### src/rtl/irq_pkg.sv
package irq_pkg;
  localparam int unsigned VEC_W = 16;
  localparam int unsigned NSRC  = 5;

  typedef enum int unsigned {
    SRC_TRAP = 0,
    SRC_R75  = 1,
    SRC_R65  = 2,
    SRC_R55  = 3,
    SRC_INTR = 4
  } src_e;

  // restart address counted in half-slots of 4 bytes
  function automatic logic [VEC_W-1:0] rst_addr(input int unsigned half_slots);
    return VEC_W'(half_slots * 4);
  endfunction

  localparam int unsigned HS_TRAP = 9;
  localparam int unsigned HS_R75  = 15;
  localparam int unsigned HS_R65  = 13;
  localparam int unsigned HS_R55  = 11;
endpackage

### src/rtl/irq_edge_latch.sv
module irq_edge_latch (
  input  logic clk_i,
  input  logic rst_ni,
  input  logic in_i,
  input  logic clr_i,
  output logic req_o,
  output logic pend_o
);
  logic prev_q, pend_q, rise;

  assign rise = in_i & ~prev_q;

  always_ff @(posedge clk_i or negedge rst_ni) begin
    if (!rst_ni) begin
      prev_q <= 1'b0;
      pend_q <= 1'b0;
    end else begin
      prev_q <= in_i;
      if (clr_i)     pend_q <= 1'b0;
      else if (rise) pend_q <= 1'b1;
    end
  end

  assign req_o  = pend_q | rise;
  assign pend_o = pend_q;

  p_clear_wins_r5: assert property (@(posedge clk_i) disable iff (!rst_ni)
    clr_i |=> !pend_o);
  p_edge_sets_r5: assert property (@(posedge clk_i) disable iff (!rst_ni)
    (rise && !clr_i) |=> pend_o);
endmodule

### src/rtl/irq_prio_sel.sv
module irq_prio_sel #(
  parameter int unsigned N = 5
) (
  input  logic         clk_i,
  input  logic         rst_ni,
  input  logic [N-1:0] req_i,
  output logic [N-1:0] gnt_o,
  output logic         any_o
);
  logic [N:0] seen;
  assign seen[0] = 1'b0;

  for (genvar i = 0; i < N; i++) begin : g_pri
    assign gnt_o[i]  = req_i[i] & ~seen[i];
    assign seen[i+1] = seen[i] | req_i[i];
  end

  assign any_o = seen[N];

  p_grant_onehot_r3: assert property (@(posedge clk_i) disable iff (!rst_ni)
    $onehot0(gnt_o));
  p_top_wins_r3: assert property (@(posedge clk_i) disable iff (!rst_ni)
    req_i[0] |-> gnt_o[0]);
endmodule

### src/rtl/restart_irq_ctrl.sv
module restart_irq_ctrl
  import irq_pkg::*;
#(
  parameter int unsigned NUM_W   = 3,
  parameter int unsigned OPC_W   = 8,
  parameter int unsigned OPC_LSB = 3
) (
  input  logic             clk_i,
  input  logic             rst_ni,
  input  logic             trap_i,
  input  logic             rst75_i,
  input  logic             rst65_i,
  input  logic             rst55_i,
  input  logic             intr_i,
  input  logic [OPC_W-1:0] inta_opc_i,
  input  logic             sw_req_i,
  input  logic [NUM_W-1:0] sw_num_i,
  input  logic             ei_i,
  input  logic             di_i,
  input  logic             mask_wr_i,
  input  logic [3:0]       mask_wdata_i,
  output logic             take_o,
  output logic [VEC_W-1:0] vector_o,
  output logic             inta_o,
  output logic [7:0]       status_o
);
  logic             ack_q, ie_q;
  logic [2:0]       mask_q;
  logic             trap_req, trap_pend, r75_req, r75_pend, r75_clr;
  logic [NSRC-1:0]  req, gnt;
  logic             any_hw, sw_take, mi_take, take_d;
  logic [VEC_W-1:0] vec_d;

  irq_edge_latch u_trap (
    .clk_i  (clk_i),
    .rst_ni (rst_ni),
    .in_i   (trap_i),
    .clr_i  (gnt[SRC_TRAP]),
    .req_o  (trap_req),
    .pend_o (trap_pend)
  );

  assign r75_clr = gnt[SRC_R75] | (mask_wr_i & mask_wdata_i[3]);

  irq_edge_latch u_r75 (
    .clk_i  (clk_i),
    .rst_ni (rst_ni),
    .in_i   (rst75_i),
    .clr_i  (r75_clr),
    .req_o  (r75_req),
    .pend_o (r75_pend)
  );

  // nothing competes while an acknowledge is outstanding
  always_comb begin
    req = '0;
    if (!ack_q) begin
      req[SRC_TRAP] = trap_req;
      req[SRC_R75]  = ie_q & ~mask_q[2] & r75_req;
      req[SRC_R65]  = ie_q & ~mask_q[1] & rst65_i;
      req[SRC_R55]  = ie_q & ~mask_q[0] & rst55_i;
      req[SRC_INTR] = ie_q & intr_i;
    end
  end

  irq_prio_sel #(.N(NSRC)) u_sel (
    .clk_i  (clk_i),
    .rst_ni (rst_ni),
    .req_i  (req),
    .gnt_o  (gnt),
    .any_o  (any_hw)
  );

  assign sw_take = sw_req_i & ~any_hw & ~ack_q;
  assign mi_take = gnt[SRC_R75] | gnt[SRC_R65] | gnt[SRC_R55] | gnt[SRC_INTR];
  assign take_d  = ack_q | (any_hw & ~gnt[SRC_INTR]) | sw_take;

  always_comb begin
    vec_d = vector_o;
    if (ack_q)              vec_d = rst_addr(2 * int'(inta_opc_i[OPC_LSB +: NUM_W]));
    else if (gnt[SRC_TRAP]) vec_d = rst_addr(HS_TRAP);
    else if (gnt[SRC_R75])  vec_d = rst_addr(HS_R75);
    else if (gnt[SRC_R65])  vec_d = rst_addr(HS_R65);
    else if (gnt[SRC_R55])  vec_d = rst_addr(HS_R55);
    else if (sw_take)       vec_d = rst_addr(2 * int'(sw_num_i));
  end

  always_ff @(posedge clk_i or negedge rst_ni) begin
    if (!rst_ni) begin
      ack_q    <= 1'b0;
      take_o   <= 1'b0;
      vector_o <= '0;
      ie_q     <= 1'b0;
      mask_q   <= '1;
    end else begin
      ack_q    <= gnt[SRC_INTR];
      take_o   <= take_d;
      vector_o <= vec_d;
      if (mi_take | di_i) ie_q <= 1'b0;
      else if (ei_i)      ie_q <= 1'b1;
      if (mask_wr_i) mask_q <= mask_wdata_i[2:0];
    end
  end

  assign inta_o   = ack_q;
  assign status_o = {trap_pend, r75_pend, rst65_i, rst55_i, ie_q, mask_q};

  p_ack_then_take_r9: assert property (@(posedge clk_i) disable iff (!rst_ni)
    inta_o |=> (take_o && !inta_o));
  p_no_take_in_ack_r9: assert property (@(posedge clk_i) disable iff (!rst_ni)
    inta_o |-> !take_o);
  p_take_clears_ie_r8: assert property (@(posedge clk_i) disable iff (!rst_ni)
    mi_take |=> !status_o[3]);
  p_trap_vector_r2: assert property (@(posedge clk_i) disable iff (!rst_ni)
    gnt[SRC_TRAP] |=> (take_o && vector_o == 16'h0024));
  p_sw_keeps_ie_r10: assert property (@(posedge clk_i) disable iff (!rst_ni)
    (sw_take && !ei_i && !di_i) |=> $stable(status_o[3]));
endmodule

### config.mk
export PLATFORM = sky130hd
export DESIGN_NAME = restart_irq_ctrl
export DESIGN_NICKNAME = d
export VERILOG_FILES = /design/src/rtl/irq_pkg.sv /design/src/rtl/irq_edge_latch.sv /design/src/rtl/irq_prio_sel.sv /design/src/rtl/restart_irq_ctrl.sv
export SDC_FILE = /design/constraint.sdc
export NUM_CORES = 1
export LEC_CHECK = 0
export ABC_AREA = 1
export BUFFER_PORTS_ARGS = -buffer_cell sky130_fd_sc_hd__buf_2
export CORE_ASPECT_RATIO = 1.2
export CORE_MARGIN = 10
export CORE_UTILIZATION = 39
export DETAILED_ROUTE_END_ITERATION = 7
export PLACE_DENSITY = 0.77
export SLEW_MARGIN = 10
export SYNTH_ARGS = -nofsm -noshare
export SYNTH_HDL_FRONTEND = slang
export SYNTH_HIERARCHICAL = 1
export SYNTH_SLANG_ARGS = --single-unit
### constraint.sdc
create_clock -name clk_i -period 4.9 [get_ports clk_i]
set_input_delay 0 -clock clk_i [delete_from_list [all_inputs] [get_ports clk_i]]
set_output_delay 0 -clock clk_i [all_outputs]
set_load 0.02 [all_outputs]
==> flow_summary.yaml <==
run_status:
  status: "completed"
power:
  pwr-share-clk_pct: 18.0
  p_leak_nw: 0.638
  switchingPower_w: 0.000148
  intPower_w: 0.000230
  ir_worst_vdd_v: 0.000166
  pwr-share-seq_pct: 40.4
  combPwrFrac_pct: 41.5
  p_per_area_nw_per_um2: 324
  p_sw_share_pct: 39.3
yosys:
  yosysMostFrequentCell: "nand2_1"
  postSynthCellCount: 115
  netlist_area_um2: 875
  synth_cell_types: 21
  ys_seq_elements: 14
  synth_top_area_share_pct: 31.5
  async_reset_ff_share_pct: 100
  yosysSeqAreaShare_pct: 40.5
  yosys_warnings: 6
  synth.area.top_cells: "dfrtp_1 31%, buf_4 15%, nand2_1 12%"
  synth-edff-count: 0
  synth_area_leader_cell: "dfrtp_1"
  ys.flop_type: "dfrtp_1"
  syn_area_per_cell_um2: 7.61
  yosys-top-cells-count: "28 x nand2_1, 18 x buf_4, 18 x inv_1, 11 x dfrtp_1, 9 x nor2_1"
worst_setup_path:
  crit_required_ns: 5.07
  cpMostUsedCell: "nand2_1"
  critPathBufInv: 3
  path_class: "reg2reg"
  worstPathArrival_ns: 1.98
  slowest_delay_ns: 0.48
  path_max_fanout: 8
  cp-end-kind: "flop"
  cp_top_family: "simple AND/OR/NAND/NOR gates"
  crit_path_top_delay_cell: "dfrtp_1"
  start_kind: "flop"
  cp_cell_sequence: "inv_1, nand2_1, nor2_1, nor2_2, nand2_1, nor2_1, inv_1, nand2_1, nor2_4, inv_1, nand2_1, nand2_1"
sta:
  worst_slack_ns: 3.09
  maxSlewViolCount: 0
  tns_ns: 0
  finalHoldViolCount: 0
  min_period_ns: 1.81
  max_freq_mhz: 553
  timing.final.crit_share_pct: 36.9
  rsz0062_at_grt: "false"
  fin_skew_ns: 0.00399
  setup_viol: 0
grt:
  grt_pass1_wl_um: 3370
  antenna_found_initial: 0
  grt_pass1_vias: 816
  grt_use_total_pct: 9.06
  gr-total-overflow: 0
  grt_max_degree: 15
run:
  drv_cap: 0
floorplan:
  initial_core_util_pct: 41.8
  die_w_um: 63.2
  die-area_um2: 4540
  core_um2: 2090
  pin_count: 52
  die_h_um: 71.9
  fp-row-count: 18
final_layout:
  finalNonFillerCells: 191
  drive_gt1_share_pct: 32.3
  area_delta_synth_final_pct: 33.2
  nNetsFinal: 188
  utilization_pct: 55.6
  n_antenna_cell: 0
route:
  vias_per_cell: 4.07
  drc: 0
  vias: 778
  first_pass_iters: 4
  finalWirelength_um: 2030
  ant_nets: 0
  drt-wirelength-per-cell_um: 10.6
  drtIter0Drc: 15
placed_design:
  io_buffers: 34
  place.gp.congestion: 0.849
  place_ws_ns: 3.08
  dp_hpwl_um: 1670
  placed_cells: 172
cts:
  clk_pin_slew_worst_paths_ns: 0.08
  insertion_delay_ns: 0.28
  cts-buffers-inserted: 3
  post-cts-setup-buffer-count: 0
  clock_sink_count: 14
  clk_path_buf_depth: 2
  h-tree-depth: 1
  cts-root-buf: "clkbuf_4"
  cts_tree: "built"
min_path:
  min_path_type: "in2reg"
## power groups by stage
stage	clock (W)	combinational [W]	sequential [W]
2_1_floorplan	0	0.0000934	0.000179
3_3_place_gp	0	0.000146	0.000154
3_5_place_dp	0	0.000149	0.000155
4_1_cts	0.0000701	0.000160	0.000153
5_1_grt	0.0000745	0.000177	0.000157
6_report	0.0000682	0.000157	0.000153
## kinds of logic (layout without fill, tap and decap cells)
family / Yosys count / after routing / share of synthesized area [%]
AO/OA/AOI/OAI: 11 / 11 / 7.73
buffers and inverters: 36 / 71 / 23.2
flip-flops: 14 / 14 / 40.5
other: 1 / 12 / 0.429
AND/OR/NAND/NOR: 53 / 53 / 28.2
## per-layer routing
metal	vias up	global-route usage (%)	part of all wire (%)	wire, um
met5	-	0	0	0
met4	0	7.06	2.9	58
met3	4	3.11	7.7	157
met2	32	15.3	48	983
met1	330	9.04	41	827
li1	412	-	-	-
## sequential cells by signal, indices dropped and copies added (netlist names)
register / flops
u_trap/pend_o: 1
take_o: 1
inta_o: 1
mask_q: 3
vector_o: 4
u_r75/prev_q: 1
u_trap/prev_q: 1
ie_q: 1
u_r75/pend_o: 1
## placed cells by master, fill, tap and decap left out, drive strengths merged
cell / netlist / layout
buf: 18 / 34
nand2: 31 / 31
inv: 18 / 18
dlygate4sd3: 0 / 15
nor2: 15 / 15
conb: 1 / 12
dfrtp: 11 / 11
o21ai: 6 / 6
clkbuf: 0 / 4
dfstp: 3 / 3
a21oi: 3 / 3
nor3: 2 / 2
o211ai: 1 / 1
a21boi: 1 / 1
nor4: 1 / 1
nand3b: 1 / 1
or2: 1 / 1
nand3: 1 / 1
nand4: 1 / 1
## layout make-up
| type | count | area [um^2] |
|---|---|---|
| Clock buffer | 4 | 26.3 |
| Fill cell | 223 | 930 |
| Inverter | 18 | 67.6 |
| Multi-Input combinational cell | 76 | 359 |
| Sequential cell | 14 | 354 |
| Tap cell | 30 | 37.5 |
| Timing Repair Buffer | 49 | 320 |
## worst register-to-register path: cells and delay by family (launching register included)
| kind | cells | cell delay, ns |
|---|---|---|
| buffers and inverters | 3 | 0.29 |
| and+or+nand+nor | 9 | 0.95 |
| DFF | 1 | 0.48 |
## final timing paths
kind | from | endpoint | slack, ns | cells after the start
max | inta_o | vector_o[5] | 3.09 | 12
max in group asynchronous | rst_ni | mask_q[1] | 4.48 | 2
min reg2reg | vector_o[2] | vector_o[2] | 0.47 | 2
min | ei_i | ie_q | 0.007 | 3
min in group asynchronous | rst_ni | vector_o[2] | 0.13 | 2
max reg2reg | inta_o | vector_o[5] | 3.09 | 12
## timing repair
action / in CTS / in global routing
hold endpoints to repair: 23 / 0
hold buffers: 15 / 0
resized for setup: 0 / 0
## metrics by stage
stage / cell area [um^2] / power (W) / hold slack, ns
floorplan: 916 / 0.000273 / -0.296
global placement: 988 / 0.000300 / -0.0974
detailed placement: 988 / 0.000304 / -0.0844
CTS: 1160 / 0.000383 / 0.0163
global route: 1160 / 0.000408 / 0.0239
finish: 1160 / 0.000378 / 0.00713
(Power assumes the default switching activity.)
